<file path="src/rtl/hcmd_pkg.sv">
`timescale 1ns/1ps
package hcmd_pkg;

  typedef enum logic [2:0] {
    ST_OFF,
    ST_NRDY,
    ST_RDY,
    ST_RECV,
    ST_PROC,
    ST_SEND,
    ST_BAD
  } rx_state_e;

  localparam logic [7:0] STAT_READY  = 8'h78;
  localparam logic [7:0] STAT_RECV   = 8'hF9;
  localparam logic [7:0] STAT_PROC   = 8'hFA;
  localparam logic [7:0] STAT_BADLEN = 8'hFB;
  localparam logic [7:0] STAT_NRDY   = 8'hFC;

  localparam int HDR_BYTES = 8;
  localparam logic [7:0] PROTO_VER = 8'd3;
  localparam int LEN_W = 17;

  function automatic logic [7:0] status_code(rx_state_e st, logic badlen);
    case (st)
      ST_RDY:  return STAT_READY;
      ST_RECV: return STAT_RECV;
      ST_PROC: return STAT_PROC;
      ST_SEND: return STAT_PROC;
      ST_BAD:  return badlen ? STAT_BADLEN : STAT_NRDY;
      default: return STAT_NRDY;
    endcase
  endfunction

endpackage

</file>
<file path="src/rtl/hcmd_spi_front.sv">
`timescale 1ns/1ps
module hcmd_spi_front (
  input  logic       clk,
  input  logic       rst_n,
  input  logic       sck_i,
  input  logic       cs_n_i,
  input  logic       mosi_i,
  output logic       cs_act,
  output logic       cs_on,
  output logic       cs_off,
  output logic       byte_vld,
  output logic [7:0] byte_data,
  output logic [2:0] bit_idx
);

  logic [1:0] sck_sy, cs_sy, mosi_sy;
  logic       sck_p, act_p, rise;
  logic [6:0] sh_q, sh_d;
  logic [2:0] bit_d;

  always_comb begin
    cs_act    = ~cs_sy[1];
    rise      = sck_sy[1] & ~sck_p;
    cs_on     = cs_act & ~act_p;
    cs_off    = ~cs_act & act_p;
    byte_vld  = rise & cs_act & (bit_idx == 3'd7);
    byte_data = {sh_q, mosi_sy[1]};
    bit_d     = bit_idx;
    sh_d      = sh_q;
    if (!cs_act) begin
      bit_d = 3'd0;
      sh_d  = 7'd0;
    end else if (rise) begin
      bit_d = bit_idx + 3'd1;
      sh_d  = {sh_q[5:0], mosi_sy[1]};
    end
  end

  always_ff @(posedge clk or negedge rst_n) begin
    if (!rst_n) begin
      sck_sy  <= 2'b00;
      cs_sy   <= 2'b11;
      mosi_sy <= 2'b00;
      sck_p   <= 1'b0;
      act_p   <= 1'b0;
      sh_q    <= 7'd0;
      bit_idx <= 3'd0;
    end else begin
      sck_sy  <= {sck_sy[0], sck_i};
      cs_sy   <= {cs_sy[0], cs_n_i};
      mosi_sy <= {mosi_sy[0], mosi_i};
      sck_p   <= sck_sy[1];
      act_p   <= cs_act;
      sh_q    <= sh_d;
      bit_idx <= bit_d;
    end
  end

endmodule

</file>
<file path="src/rtl/hcmd_hdr_parse.sv">
`timescale 1ns/1ps
module hcmd_hdr_parse
  import hcmd_pkg::*;
#(
  parameter int AW = 10
) (
  input  logic             clk,
  input  logic             rst_n,
  input  logic             clr,
  input  logic             cap,
  input  logic [AW-1:0]    pos,
  input  logic [7:0]       din,
  output logic [LEN_W-1:0] exp_len
);

  logic [7:0] ver_q, rsv_q, lo_q, hi_q, hi_fwd;
  logic       hdr_ok;

  always_ff @(posedge clk or negedge rst_n) begin
    if (!rst_n) begin
      ver_q <= 8'd0;
      rsv_q <= 8'd0;
      lo_q  <= 8'd0;
      hi_q  <= 8'd0;
    end else if (clr) begin
      ver_q <= 8'd0;
      rsv_q <= 8'd0;
      lo_q  <= 8'd0;
      hi_q  <= 8'd0;
    end else if (cap) begin
      if (pos == AW'(0)) ver_q <= din;
      if (pos == AW'(5)) rsv_q <= din;
      if (pos == AW'(6)) lo_q  <= din;
      if (pos == AW'(7)) hi_q  <= din;
    end
  end

  always_comb begin
    hi_fwd  = (cap && pos == AW'(7)) ? din : hi_q;
    hdr_ok  = (ver_q == PROTO_VER) && (rsv_q == 8'd0);
    exp_len = hdr_ok ? (LEN_W'(HDR_BYTES) + LEN_W'({hi_fwd, lo_q})) : '0;
  end

endmodule

</file>
<file path="src/rtl/hcmd_req_buf.sv">
`timescale 1ns/1ps
module hcmd_req_buf #(
  parameter int DEPTH = 544,
  parameter int AW    = 10
) (
  input  logic          clk,
  input  logic          rst_n,
  input  logic          we,
  input  logic [AW-1:0] waddr,
  input  logic [7:0]    wdata,
  input  logic [AW-1:0] raddr,
  output logic [7:0]    rdata
);

  logic [7:0] mem [DEPTH];

  always_ff @(posedge clk) begin
    if (we) mem[waddr] <= wdata;
  end

  always_comb begin
    rdata = (raddr < AW'(DEPTH)) ? mem[raddr] : 8'd0;
  end

  a_r5_write_in_range: assert property (@(posedge clk) disable iff (!rst_n)
    we |-> (waddr < AW'(DEPTH)));

endmodule

</file>
<file path="src/rtl/hcmd_rx_timer.sv">
`timescale 1ns/1ps
module hcmd_rx_timer #(
  parameter int TICKS_PER_US = 50,
  parameter int TIMEOUT_US   = 8192
) (
  input  logic clk,
  input  logic rst_n,
  input  logic run,
  output logic tmo
);

  localparam int PW = $clog2(TICKS_PER_US + 1);
  localparam int UW = $clog2(TIMEOUT_US + 1);

  logic [PW-1:0] pre_q, pre_d;
  logic [UW-1:0] us_q, us_d;
  logic          wrap;

  always_comb begin
    wrap  = (pre_q == PW'(TICKS_PER_US - 1));
    tmo   = run && wrap && (us_q == UW'(TIMEOUT_US - 1));
    pre_d = pre_q;
    us_d  = us_q;
    if (!run) begin
      pre_d = '0;
      us_d  = '0;
    end else if (wrap) begin
      pre_d = '0;
      us_d  = us_q + UW'(1);
    end else begin
      pre_d = pre_q + PW'(1);
    end
  end

  always_ff @(posedge clk or negedge rst_n) begin
    if (!rst_n) begin
      pre_q <= '0;
      us_q  <= '0;
    end else begin
      pre_q <= pre_d;
      us_q  <= us_d;
    end
  end

  a_r7_us_bound: assert property (@(posedge clk) disable iff (!rst_n)
    run |-> (us_q < UW'(TIMEOUT_US)));

endmodule

</file>
<file path="src/rtl/hcmd_spi_rx.sv">
`timescale 1ns/1ps
module hcmd_spi_rx
  import hcmd_pkg::*;
#(
  parameter int BUF_BYTES    = 544,
  parameter int TICKS_PER_US = 50,
  parameter int TIMEOUT_US   = 8192,
  localparam int AW          = $clog2(BUF_BYTES + 1)
) (
  input  logic             clk,
  input  logic             rst_n,
  input  logic             enable,
  input  logic             spi_sck,
  input  logic             spi_cs_n,
  input  logic             spi_mosi,
  output logic             spi_miso,
  input  logic             rsp_start,
  input  logic             rsp_done,
  output logic             req_valid,
  output logic [LEN_W-1:0] req_len,
  output logic             rx_err,
  input  logic [AW-1:0]    buf_raddr,
  output logic [7:0]       buf_rdata
);

  logic             cs_act, cs_on, cs_off, byte_vld, tmo, we, cap;
  logic [7:0]       byte_data, stat_q;
  logic [2:0]       bit_idx;
  logic [LEN_W-1:0] exp_len, rlen_q, rlen_d;
  rx_state_e        state_q, state_d;
  logic [AW-1:0]    wptr_q, wptr_d, cnt_n;
  logic             defer_q, defer_d, badlen_q, badlen_d;
  logic             reqv_q, reqv_d, err_q, err_d;

  hcmd_spi_front u_front (
    .clk(clk), .rst_n(rst_n), .sck_i(spi_sck), .cs_n_i(spi_cs_n), .mosi_i(spi_mosi),
    .cs_act(cs_act), .cs_on(cs_on), .cs_off(cs_off), .byte_vld(byte_vld),
    .byte_data(byte_data), .bit_idx(bit_idx)
  );

  hcmd_hdr_parse #(.AW(AW)) u_hdr (
    .clk(clk), .rst_n(rst_n), .clr(state_q != ST_RECV), .cap(cap),
    .pos(wptr_q), .din(byte_data), .exp_len(exp_len)
  );

  hcmd_req_buf #(.DEPTH(BUF_BYTES), .AW(AW)) u_buf (
    .clk(clk), .rst_n(rst_n), .we(we), .waddr(wptr_q), .wdata(byte_data),
    .raddr(buf_raddr), .rdata(buf_rdata)
  );

  hcmd_rx_timer #(.TICKS_PER_US(TICKS_PER_US), .TIMEOUT_US(TIMEOUT_US)) u_tmr (
    .clk(clk), .rst_n(rst_n), .run(state_q == ST_RECV), .tmo(tmo)
  );

  always_comb begin
    cap      = enable && (state_q == ST_RECV) && byte_vld;
    we       = cap && (wptr_q < AW'(BUF_BYTES));
    cnt_n    = wptr_q + AW'(1);
    state_d  = state_q;
    wptr_d   = wptr_q;
    defer_d  = defer_q;
    badlen_d = badlen_q;
    rlen_d   = rlen_q;
    reqv_d   = 1'b0;
    err_d    = 1'b0;
    if (we) wptr_d = cnt_n;
    if (!enable) begin
      state_d = ST_OFF;
    end else begin
      case (state_q)
        ST_OFF:  state_d = cs_act ? ST_NRDY : ST_RDY;
        ST_NRDY: if (cs_off) state_d = ST_RDY;
                 else if (cs_on) begin state_d = ST_BAD; badlen_d = 1'b0; end
        ST_RDY:  if (cs_on) state_d = ST_RECV;
        ST_RECV: begin
          if (cs_off) begin
            state_d = ST_RDY;
          end else if (tmo) begin
            state_d  = ST_BAD;
            badlen_d = 1'b0;
            err_d    = 1'b1;
          end else if (byte_vld && cnt_n >= AW'(HDR_BYTES)) begin
            if (exp_len > LEN_W'(BUF_BYTES)) begin
              state_d  = ST_BAD;
              badlen_d = 1'b1;
            end else if (LEN_W'(cnt_n) >= exp_len) begin
              state_d = ST_PROC;
              reqv_d  = 1'b1;
              rlen_d  = exp_len;
            end
          end
        end
        ST_PROC: begin
          if (cs_off) defer_d = 1'b1;
          if (rsp_start) state_d = ST_SEND;
        end
        ST_SEND: if (cs_off) state_d = ST_RDY;
                 else if (rsp_done) state_d = defer_q ? ST_RDY : ST_NRDY;
        ST_BAD:  if (cs_off) state_d = ST_RDY;
        default: state_d = ST_OFF;
      endcase
    end
    if (state_d == ST_RDY) begin
      wptr_d  = '0;
      defer_d = 1'b0;
    end
  end

  always_ff @(posedge clk or negedge rst_n) begin
    if (!rst_n) begin
      state_q  <= ST_OFF;
      wptr_q   <= '0;
      defer_q  <= 1'b0;
      badlen_q <= 1'b0;
      rlen_q   <= '0;
      reqv_q   <= 1'b0;
      err_q    <= 1'b0;
    end else begin
      state_q  <= state_d;
      wptr_q   <= wptr_d;
      defer_q  <= defer_d;
      badlen_q <= badlen_d;
      rlen_q   <= rlen_d;
      reqv_q   <= reqv_d;
      err_q    <= err_d;
    end
  end

  always_ff @(posedge clk or negedge rst_n) begin
    if (!rst_n) stat_q <= STAT_NRDY;
    else if (!cs_act || bit_idx == 3'd0) stat_q <= status_code(state_q, badlen_q);
  end

  assign spi_miso  = stat_q[3'd7 - bit_idx];
  assign req_valid = reqv_q;
  assign req_len   = rlen_q;
  assign rx_err    = err_q;

  a_r5_wptr_bound: assert property (@(posedge clk) disable iff (!rst_n)
    wptr_q <= AW'(BUF_BYTES));

  a_r4_req_from_recv: assert property (@(posedge clk) disable iff (!rst_n)
    req_valid |-> (state_q == ST_PROC) && ($past(state_q) == ST_RECV));

  a_r10_proc_no_store: assert property (@(posedge clk) disable iff (!rst_n)
    (state_q == ST_PROC) |=> (state_q != ST_PROC) || $stable(wptr_q));

  a_r7_err_to_bad: assert property (@(posedge clk) disable iff (!rst_n)
    rx_err |-> (state_q == ST_BAD) && !badlen_q);

  a_r8_release_ready: assert property (@(posedge clk) disable iff (!rst_n)
    (cs_off && enable && state_q != ST_PROC && state_q != ST_OFF)
      |=> (state_q == ST_RDY) && (wptr_q == '0));

endmodule

</file>
<file path="config.mk">
export PLATFORM = sky130hd
export DESIGN_NAME = hcmd_spi_rx
export DESIGN_NICKNAME = d
export VERILOG_FILES = /design/src/rtl/hcmd_pkg.sv /design/src/rtl/hcmd_spi_front.sv /design/src/rtl/hcmd_hdr_parse.sv /design/src/rtl/hcmd_req_buf.sv /design/src/rtl/hcmd_rx_timer.sv /design/src/rtl/hcmd_spi_rx.sv
export SDC_FILE = /design/constraint.sdc
export NUM_CORES = 2
export LEC_CHECK = 0
export ABC_CLOCK_PERIOD_IN_PS = 23400
export BUFFER_PORTS_ARGS = -buffer_cell sky130_fd_sc_hd__buf_2
export CORE_MARGIN = 4
export CORE_UTILIZATION = 38
export DETAILED_ROUTE_END_ITERATION = 6
export PLACE_DENSITY_LB_ADDON = 0.2
export SETUP_SLACK_MARGIN = 0.4
export SLEW_MARGIN = 40
export SYNTH_ARGS = -nofsm -noshare
export SYNTH_HDL_FRONTEND = slang
export SYNTH_HIERARCHICAL = 1
export SYNTH_MEMORY_MAX_BITS = 65536
export SYNTH_SLANG_ARGS = --single-unit
</file>
<file path="constraint.sdc">
create_clock -name clk -period 23.4 [get_ports clk]
set_input_delay 2.34 -clock clk [delete_from_list [all_inputs] [get_ports clk]]
set_output_delay 2.34 -clock clk [all_outputs]
set_load 0.01 [all_outputs]
</file>
==> impl_metrics.tcl <==
set metrics [dict create \
    p_clk_share_pct 43.7 \
    clock_path_buffers 4 \
    post-route-period-util_pct 49.72 \
    drt_iter0_markers 11560 \
    dp_hpwl_mm 330.3 \
    via_count 90240 \
    htreeDepth 5 \
    wl_mm 533.5 \
    timing_hold_violations_final 0 \
    yosysSeqAreaShare_pct 76.17 \
    die_x_um 686.9 \
    rsz0062_at_grt "false" \
    grt.overflow.total 0 \
    cp-start-kind "input pin" \
    p_int_w 0.01289 \
    fin_area_mm2 0.1994 \
    port_buffers 45 \
    worstSetupEndpointType "output pin" \
    hold_class "reg2reg" \
    period_minus_slack_ps 11640 \
    ys_warn_count 6 \
    fin_ws_ps 11760 \
    drc 0 \
    synth_area_mm2 0.1751 \
    drt-wirelength-per-cell_um 34.91 \
    synth.distinct_cells 101 \
    max_slew_margin_pct 34.55 \
    max_cap_violations 0 \
    post_cts_buffers 0 \
    cp_data_required_time_ps 21060 \
    dpl_cell_area_mm2 0.1840 \
    p_switching_w 0.003509 \
    p_sw_share_pct 21.39 \
    synthCells 8467 \
    die_area_mm2 0.4718 \
    grt_max_degree 201 \
    ys_seq_elements 4460 \
    grt_pass1_vias 89390 \
    powerDensity_mw_per_mm2 82.23 \
    cts_sinks 4460 \
    worstPathArrival_ps 9300 \
    root_buffer "clkbuf_16" \
    clock_latency_ps 1040 \
    fin_nets 8759 \
    start_util_pct 38.11 \
    grt_pass1_wl_mm 737.5 \
    via_per_inst 5.905 \
    peakVddDrop_v 0.00007102 \
    placed_cells 14400 \
    setup_viol 0 \
    ios 46 \
    p_leak_nw 62.27 \
    antenna_found_initial 37 \
    fin_tns_setup_ps 0 \
    ctsResizeCount 0 \
    worstSetupPathType "in2out" \
    fmax_mhz 85.95 \
    fin_util_pct 43.40 \
    synthFlopType "edfxtp_1" \
    share_comb_of_total_power_pct 3.4 \
    crit_fanout 53 \
    finalClockSkew_ps 44.55 \
    layout_common_cells "edfxtp_1, mux4_2, clkbuf_16" \
    die_y_um 686.9 \
    area_growth_pct 13.89 \
    core_mm2 0.4595 \
    power_frac_seq_pct 52.9 \
    postCtsHoldBufs 0 \
    synthArstFlopShare_pct 2.422 \
    drv_slew 0 \
    synth_edf_count 4352 \
    layout_commonest_cell "edfxtp_1" \
    path_clk_slew_ps 60 \
    dr.pass1.iters 6 \
    drive_gt1_share_pct 28.60 \
    outcome "finished, final reports clean" \
    grt.total_usage_pct 22.25 \
    worst_pin_slew_ps 971.5 \
    ant_nets 0 \
    rows 249 \
    syn-num-nets 8503 \
    preCtsSetupSlack_ps 11750 \
    place.gp.congestion 0.8299 \
    cts_buffers 459 \
    cts_tree "done" \
    fin_cells 15280 \
    syn_area_per_cell_um2 20.68 \
]
## state kept, by name, summed over array words and instances, names as in the netlist, 8 cells and up
register	cells
u_buf/mem	4352
req_len	17
u_tmr/us_q	14
wptr_q	10
u_hdr/hi_q	8
u_hdr/lo_q	8
u_hdr/rsv_q	8
u_hdr/ver_q	8
## cell type report
| class | count | area, um^2 |
|---|---|---|
| antenna | 13 | 32.53 |
| fill | 39270 | 260100 |
| clock buffer | 580 | 12040 |
| tap | 6149 | 7694 |
| sequential | 4460 | 133400 |
| clock inverter | 278 | 2679 |
| inverter | 33 | 140.1 |
| multi-input combinational | 3462 | 40340 |
| timing repair buffer | 307 | 3089 |
## path summary, 6_finish.rpt
kind | from | endpoint | slack, ps | cells after the start
min in group asynchronous | rst_n | u_front/mosi_sy[1] | 1380 | 1
hold / removal | u_front/mosi_sy[0] | u_front/mosi_sy[1] | 350 | 0
setup / recovery | buf_raddr[0] | buf_rdata[6] | 11760 | 15
hold reg to reg | u_front/mosi_sy[0] | u_front/mosi_sy[1] | 350 | 0
max in group asynchronous | rst_n | u_hdr/rsv_q[3] | 20810 | 2
setup reg to reg | u_front/sck_sy[1] | req_len[6] | 17680 | 18
## cells in the mapped netlist, types with 94 or more instances
| master | n | share of area [%] |
|---|---|---|
| edfxtp_1 | 4352 | 75 |
| clkbuf_1 | 196 | 0.42 |
| a22oi_1 | 98 | 0.42 |
| dfrtp_1 | 104 | 1.5 |
| mux2i_1 | 251 | 1.4 |
| buf_2 | 132 | 0.38 |
| a21oi_1 | 109 | 0.31 |
| mux4_2 | 1095 | 14 |
| buf_4 | 94 | 0.40 |
| nand3_1 | 122 | 0.35 |
| nor2_1 | 720 | 1.5 |
| nand2_1 | 289 | 0.62 |
## metal layers
layer / up-vias / global-route usage, % / part of all wire [%]
li1: 35700 / - / -
met1: 49470 / 31.27 / 41
met2: 4311 / 34.51 / 47
met3: 755 / 4.861 / 9.0
met4: 4 / 7.567 / 3.6
met5: - / 0 / 0.0047
## cell families (layout without fill, tap and decap cells)
| group | Yosys count | count (layout) | share of synthesized area (%) |
|---|---|---|---|
| other | 0 | 13 | 0 |
| DFF | 4460 | 4460 | 76.17 |
| xor gates and xnor gates | 39 | 39 | 0.1951 |
| adders and majority gates | 18 | 18 | 0.1286 |
| AOI/OAI and AO/OA | 601 | 601 | 2.387 |
| muxes | 1377 | 1377 | 15.72 |
| and+or+nand+nor | 1427 | 1427 | 3.632 |
| buffers and inverters | 545 | 1198 | 1.760 |
## critical path, stage by stage
cell	delay, ps
buf_12	250
buf_16	380
buf_12	460
buf_16	330
buf_4	670
buf_4	720
buf_4	710
mux4_2	590
mux4_2	530
nor2_1	200
nor2_1	80
o2111ai_1	440
a31oi_1	450
o32a_1	480
buf_2	240
## metrics by stage
stage / hold WS, ps / total power (W)
after global placement: 333.3 / 0.009389
after floorplan: 331.2 / 0.009176
final: 350.5 / 0.01640
after CTS: 347.7 / 0.01653
after global routing: 353.9 / 0.01689
after detailed placement: 335.8 / 0.009398
## power by group through the flow
stage / combinational [W] / sequential (W) / clock [W]
floorplan: 0.000312 / 0.00886 / 0
global placement: 0.000543 / 0.00885 / 0
detailed placement: 0.000552 / 0.00885 / 0
CTS: 0.000553 / 0.00868 / 0.00730
global route: 0.000574 / 0.00867 / 0.00765
finish: 0.000556 / 0.00868 / 0.00717
Power figures use the tool's default switching activity.
